## config.mk

```make
export PLATFORM = sky130hd
export DESIGN_NAME = rank_fault_tracker
export DESIGN_NICKNAME = d
export VERILOG_FILES = /design/src/rtl/rank_fault_pkg.sv /design/src/rtl/rank_fault_ctrl.sv /design/src/rtl/rank_fault_dpath.sv /design/src/rtl/rank_fault_tracker.sv
export SDC_FILE = /design/constraint.sdc
export NUM_CORES = 1
export LEC_CHECK = 0
export BUFFER_PORTS_ARGS = -buffer_cell sky130_fd_sc_hd__buf_2
export CORE_MARGIN = 2
export CORE_UTILIZATION = 50
export DETAILED_ROUTE_END_ITERATION = 6
export PLACE_DENSITY_LB_ADDON = 0.1
export SETUP_SLACK_MARGIN = 0.02
export SLEW_MARGIN = 20
export SYNTH_ARGS = -nofsm -noshare
export SYNTH_HDL_FRONTEND = slang
export SYNTH_SLANG_ARGS = --single-unit
```

## constraint.sdc

```tcl
create_clock -name clk -period 7.5 [get_ports clk]
set_input_delay 0.375 -clock clk [delete_from_list [all_inputs] [get_ports clk]]
set_output_delay 0.375 -clock clk [all_outputs]
set_load 0.02 [all_outputs]
```

## src/rtl/rank_fault_pkg.sv

```systemverilog
package rank_fault_pkg;

  // Strobes from control to datapath for one clock cycle
  typedef struct packed {
    logic incEn;    // qualifying increment for the event rank
    logic decAll;   // decay every non-zero counter
    logic latchEn;  // record event device as the rank's mark
    logic aliased;  // reclassify the current report
    logic clrEn;    // software clear of one mark
  } strobe_t;

endpackage

```

## src/rtl/rank_fault_ctrl.sv

```systemverilog
module rank_fault_ctrl
  import rank_fault_pkg::*;
#(
  parameter int CNT_W = 4,
  parameter int DEV_W = 5
) (
  input  logic             clk,
  input  logic             rstN,
  input  logic             enhMode,
  input  logic [CNT_W-1:0] threshold,
  input  logic             passDone,
  input  logic             evValid,
  input  logic             evCorrectable,
  input  logic             evDualSym,
  input  logic             evCrcOk,
  input  logic [DEV_W-1:0] evDevice,
  input  logic             clrMark,
  input  logic [CNT_W-1:0] curCount,
  input  logic             curMarkValid,
  input  logic [DEV_W-1:0] curMarkDev,
  output strobe_t          strb,
  output logic             active
);

  logic [CNT_W-1:0] passCnt;
  logic [CNT_W:0]   passNext;
  logic [CNT_W:0]   countNext;
  logic             corrHit;

  always_comb begin
    active    = enhMode && (threshold != '0);
    passNext  = {1'b0, passCnt} + 1'b1;
    countNext = {1'b0, curCount} + 1'b1;
    corrHit   = active && evValid && evCorrectable;

    strb.aliased = corrHit && curMarkValid && (evDevice != curMarkDev);
    strb.decAll  = active && passDone && (passNext >= {1'b0, threshold});
    strb.incEn   = corrHit && evDualSym && evCrcOk && !strb.aliased
                   && (curCount < threshold);
    strb.latchEn = strb.incEn && !strb.decAll && !curMarkValid
                   && (countNext == {1'b0, threshold});
    strb.clrEn   = clrMark;
  end

  always_ff @(posedge clk) begin
    if (!rstN) begin
      passCnt <= '0;
    end else if (active && passDone) begin
      passCnt <= strb.decAll ? '0 : passNext[CNT_W-1:0];
    end
  end

  AST_DEC_NEEDS_PASS: assert property (@(posedge clk) disable iff (!rstN)
    strb.decAll |-> (passDone && enhMode && threshold != '0));

  AST_LATCH_NEEDS_INC: assert property (@(posedge clk) disable iff (!rstN)
    strb.latchEn |-> (evValid && evCorrectable && evDualSym && evCrcOk));

endmodule

```

## src/rtl/rank_fault_dpath.sv

```systemverilog
module rank_fault_dpath
  import rank_fault_pkg::*;
#(
  parameter int NUM_RANKS = 8,
  parameter int CNT_W     = 4,
  parameter int DEV_W     = 5,
  parameter int RANK_W    = 3
) (
  input  logic              clk,
  input  logic              rstN,
  input  strobe_t           strb,
  input  logic              active,
  input  logic [CNT_W-1:0]  threshold,
  input  logic              evValid,
  input  logic              evCorrectable,
  input  logic [RANK_W-1:0] evRank,
  input  logic [DEV_W-1:0]  evDevice,
  input  logic [RANK_W-1:0] clrRank,
  input  logic [RANK_W-1:0] rdRank,
  output logic [CNT_W-1:0]  curCount,
  output logic              curMarkValid,
  output logic [DEV_W-1:0]  curMarkDev,
  output logic [CNT_W-1:0]  rdCount,
  output logic              rdMarkValid,
  output logic [DEV_W-1:0]  rdMarkDev,
  output logic              rptValid,
  output logic              rptCorrectable,
  output logic              rptAliased
);

  logic [CNT_W-1:0] cnt       [NUM_RANKS];
  logic             markValid [NUM_RANKS];
  logic [DEV_W-1:0] markDev   [NUM_RANKS];

  for (genvar r = 0; r < NUM_RANKS; r++) begin : g_rank
    logic incHit;
    logic latchHit;
    logic clrHit;

    always_comb begin
      incHit   = strb.incEn   && (evRank  == RANK_W'(r));
      latchHit = strb.latchEn && (evRank  == RANK_W'(r));
      clrHit   = strb.clrEn   && (clrRank == RANK_W'(r));
    end

    always_ff @(posedge clk) begin
      if (!rstN) begin
        cnt[r] <= '0;
      end else if (incHit && !strb.decAll) begin
        cnt[r] <= cnt[r] + 1'b1;
      end else if (!incHit && strb.decAll && cnt[r] != '0) begin
        cnt[r] <= cnt[r] - 1'b1;
      end
    end

    always_ff @(posedge clk) begin
      if (!rstN) begin
        markValid[r] <= 1'b0;
        markDev[r]   <= '0;
      end else if (latchHit) begin
        markValid[r] <= 1'b1;
        markDev[r]   <= evDevice;
      end else if (clrHit) begin
        markValid[r] <= 1'b0;
      end
    end

    AST_CNT_CAP: assert property (@(posedge clk) disable iff (!rstN)
      incHit |=> cnt[r] <= $past(threshold));

    AST_CNT_FLOOR: assert property (@(posedge clk) disable iff (!rstN)
      (cnt[r] == '0 && !incHit) |=> cnt[r] == '0);

    AST_INACTIVE_HOLD: assert property (@(posedge clk) disable iff (!rstN)
      !active |=> $stable(cnt[r]));

    AST_MARK_STICKY: assert property (@(posedge clk) disable iff (!rstN)
      (markValid[r] && !clrHit) |=> (markValid[r] && $stable(markDev[r])));

    AST_MARK_AT_SAT: assert property (@(posedge clk) disable iff (!rstN)
      $rose(markValid[r]) |-> cnt[r] == $past(threshold));

    AST_COLLIDE_HOLD: assert property (@(posedge clk) disable iff (!rstN)
      (incHit && strb.decAll) |=> $stable(cnt[r]));
  end

  always_comb begin
    curCount     = cnt[evRank];
    curMarkValid = markValid[evRank];
    curMarkDev   = markDev[evRank];
    rdCount      = cnt[rdRank];
    rdMarkValid  = markValid[rdRank];
    rdMarkDev    = markDev[rdRank];
  end

  always_ff @(posedge clk) begin
    if (!rstN) begin
      rptValid       <= 1'b0;
      rptCorrectable <= 1'b0;
      rptAliased     <= 1'b0;
    end else begin
      rptValid       <= evValid;
      rptCorrectable <= evValid && evCorrectable && !strb.aliased;
      rptAliased     <= evValid && strb.aliased;
    end
  end

  AST_ALIAS_EXCL: assert property (@(posedge clk) disable iff (!rstN)
    rptAliased |-> (rptValid && !rptCorrectable));

endmodule

```

## src/rtl/rank_fault_tracker.sv

```systemverilog
module rank_fault_tracker
  import rank_fault_pkg::*;
#(
  parameter int NUM_RANKS = 8,
  parameter int CNT_W     = 4,
  parameter int DEV_W     = 5,
  localparam int RANK_W   = (NUM_RANKS > 1) ? $clog2(NUM_RANKS) : 1
) (
  input  logic              clk,
  input  logic              rstN,
  input  logic              enhMode,
  input  logic [CNT_W-1:0]  threshold,
  input  logic              passDone,
  input  logic              evValid,
  input  logic [RANK_W-1:0] evRank,
  input  logic              evCorrectable,
  input  logic              evDualSym,
  input  logic              evCrcOk,
  input  logic [DEV_W-1:0]  evDevice,
  input  logic              clrMark,
  input  logic [RANK_W-1:0] clrRank,
  input  logic [RANK_W-1:0] rdRank,
  output logic [CNT_W-1:0]  rdCount,
  output logic              rdMarkValid,
  output logic [DEV_W-1:0]  rdMarkDev,
  output logic              rptValid,
  output logic              rptCorrectable,
  output logic              rptAliased
);

  strobe_t          strb;
  logic             active;
  logic [CNT_W-1:0] curCount;
  logic             curMarkValid;
  logic [DEV_W-1:0] curMarkDev;

  rank_fault_ctrl #(.CNT_W(CNT_W), .DEV_W(DEV_W)) u_ctrl (
    .clk          (clk),
    .rstN         (rstN),
    .enhMode      (enhMode),
    .threshold    (threshold),
    .passDone     (passDone),
    .evValid      (evValid),
    .evCorrectable(evCorrectable),
    .evDualSym    (evDualSym),
    .evCrcOk      (evCrcOk),
    .evDevice     (evDevice),
    .clrMark      (clrMark),
    .curCount     (curCount),
    .curMarkValid (curMarkValid),
    .curMarkDev   (curMarkDev),
    .strb         (strb),
    .active       (active)
  );

  rank_fault_dpath #(
    .NUM_RANKS(NUM_RANKS), .CNT_W(CNT_W), .DEV_W(DEV_W), .RANK_W(RANK_W)
  ) u_dpath (
    .clk           (clk),
    .rstN          (rstN),
    .strb          (strb),
    .active        (active),
    .threshold     (threshold),
    .evValid       (evValid),
    .evCorrectable (evCorrectable),
    .evRank        (evRank),
    .evDevice      (evDevice),
    .clrRank       (clrRank),
    .rdRank        (rdRank),
    .curCount      (curCount),
    .curMarkValid  (curMarkValid),
    .curMarkDev    (curMarkDev),
    .rdCount       (rdCount),
    .rdMarkValid   (rdMarkValid),
    .rdMarkDev     (rdMarkDev),
    .rptValid      (rptValid),
    .rptCorrectable(rptCorrectable),
    .rptAliased    (rptAliased)
  );

endmodule

```

==> metrics.csv <==
metric;value;unit
run status;complete, no violations;
CTS tree;built;
Port Buffers;39;
RSZ-0062 raised after global routing;false;
fillcell total;1118;
Final #Nets;681;
clock sinks;87;
GP Congestion;0.901;
Cell variety after synth;70;
Max FO, Critical Path;24;
post-CTS sizing;0;
critical path launch point type;input port;
f_max;215;MHz
commonest non-fill, non-tap cell in the layout;edfxtp_1;
leak pwr;0.00263;µW
minimum clock period;4660;ps
first-pass GRT wire length;27200;µm
Worst Slack Setup Final;2840;ps
Worst Tran Pin Value;963;ps
final setup skew;8.53;ps
H-tree levels;3;
worst hold path type;in2reg;
PD cells;177;nW/µm²
Post-CTS Setup Repair Bufs;0;
die area;13700;µm²
Post-CTS Hold Buffers;0;
Hold Vio Cnt, Final;0;
Crit Path Class;in2reg;
Setup Viol. Count Final;0;
largest net degree at the start of global routing;42;
number of iterations in the first detailed-routing pass;5;
Residual DRC;0;
Total Routing Usage GR;0.270;
Post-Synthesis Cells;602;
Max-cap violations;0;
P_sw;364;µW
Clk pwr share;0.374;
Core Footprint;12500;µm²
Detailed Place HPWL;13000;µm
Synth warnings;0;
Worst slew margin;0.355;
DIE WIDTH;117;µm
final slew viol count;0;
combinational power share;0.160;
clock tree buffer depth;2;
Via Count;5127;
post-synth top area cell;edfxtp_1;
number of routed nets with antenna violations;0;
synthesis-to-layout area growth;9.33;%
layout cells sized above 1;0.203;
vias per cell;6.38;
worst path required time;7680;ps
switching part of the total;0.296;
Synth Register Bits;87;
Reg clk slew, reported paths;70;ps
number of synthesized flops with an enable pin;79;
internal power;866;µW
Final TNS setup;0;ps
final WL;17700;µm
vias in the first global route;4798;
die extent in y;117;µm
1st-iter DRT viols;470;
synthesized cell area;6370;µm²
post-synth net total;656;
Async SR Flop Fraction;0;
Post-Place Worst Slack;2520;ps
Clk Latency, worst-skew pair;360;ps
Final period util;0.621;
most common flop cell mapped by yosys;edfxtp_1;
area share of the largest cell type after synthesis;0.372;
Core Rows;41;
ant diodes;0;
syn avg cell area;10.6;µm²
share of the yosys chip area belonging to registers;0.397;
GRT Residual Overflow;0;
Num CTS Buffers;9;
Worst Path Arrival;4840;ps
IO Pins;40;
initial antenna violation count;0;
Initial Utilization;0.509;
root buf cell;clkbuf_16;
Seq pwr share;0.466;
WL/cell;22.0;µm
top post-synthesis cells by area;edfxtp_1 (37%), mux4_2 (9.9%), ha_1 (5.1%);
CP Capture Type;register;
worst vdd ir;0.000149;V
commonest cells after routing, fill and taps aside;edfxtp_1 (79), nor2_1 (65), nand2_1 (47);
==> power groups by stage <==
stage / clock (µW) / combinational [µW] / sequential [µW]
6_report: 460 / 197 / 573
5_1_grt: 485 / 216 / 575
4_1_cts: 467 / 196 / 572
3_5_place_dp: 0 / 195 / 583
3_3_place_gp: 0 / 191 / 582
2_1_floorplan: 0 / 146 / 572
==> cell type report <==
cell class	count	area [µm²]	share of cell area
multi-input cells	452	3550	0.509
flip-flops and latches	87	2530	0.364
repair buffers	48	263	0.0377
clock buffers	9	225	0.0323
well taps	172	215	0.0309
inverters	29	109	0.0156
clock inverters	7	75.1	0.0108
==> Yosys cell counts, drive strengths merged (3+ instances only) <==
cell      n
nor2b     5
nand2b   10
o21bai    4
nand3    28
a21o      4
a211oi    5
o21ai    23
a32oi     4
o211ai    6
nor3     20
mux2i    24
or4       3
ha       26
inv      28
nand4b    4
xnor2     8
nand4     6
mux2     21
a31o      4
nand2    47
o31ai     7
mux4     28
a41oi     3
buf      15
a21oi    23
dfxtp     8
or3       7
xor2     11
clkbuf   19
nor2     65
o22ai     5
nand3b    9
and3      8
edfxtp   79
a2111oi   3
a211o     3
nor4      4
==> sequential cells by signal (all words and copies together) (netlist names) <==
signal                  flops
u_dpath.markDev            40
u_dpath.rptAliased          1
u_dpath.rptValid            1
u_ctrl.passCnt              4
u_dpath.rptCorrectable      1
u_dpath.markValid           8
u_dpath.cnt                32
==> layer usage <==
metal	up-vias	GRT usage	wire (µm)
met5	-	0	0
met4	0	0.0886	284
met3	24	0.0479	1330
met2	225	0.390	7680
met1	2524	0.411	8360
li1	2354	-	-
==> critical path: stages <==
cell	delay, ps
buf_2	460
mux4_2	590
mux2i_1	180
inv_1	90
ha_1	260
nor2b_1	120
o21ai_0	160
nand2b_1	100
a2111o_1	570
a2111oi_4	510
or3_1	220
inv_1	70
ha_1	280
a21o_1	190
a21oi_1	160
xor2_1	230
nand3_1	100
o32ai_1	150
==> final timing paths <==
kind | end | depth (start not counted) | slack [ps] | from
hold / removal | u_dpath.rptValid | 2 | 280 | evValid
hold reg to reg | u_ctrl.passCnt[1] | 2 | 490 | u_ctrl.passCnt[1]
setup reg to reg | u_dpath.cnt[4][3] | 17 | 2880 | u_dpath.cnt[6][1]
setup / recovery | u_dpath.cnt[4][3] | 18 | 2840 | evRank[0]
==> cells by family after synthesis <==
group,Yosys count,synth area share
AND/OR/NAND/NOR,223,0.176
AO/OA/AOI/OAI,110,0.124
flip-flops,87,0.397
multiplexers,73,0.175
buffers and inverters,63,0.0469
adder cells (fa/ha/maj),27,0.0542
XOR/XNOR,19,0.0261
==> through the flow <==
stage               hold WS (ps)  power, µW   util  instances  instance area (µm²)
global route                 289       1280  0.557        804                 6970
global placement             467        774  0.532        788                 6670
floorplan                    453        718      -        602                 6370
CTS                          270       1240  0.556        804                 6970
detailed placement           478        778  0.532        788                 6670
finish                       280       1230  0.557        804                 6970
(Power assumes the default switching activity.)
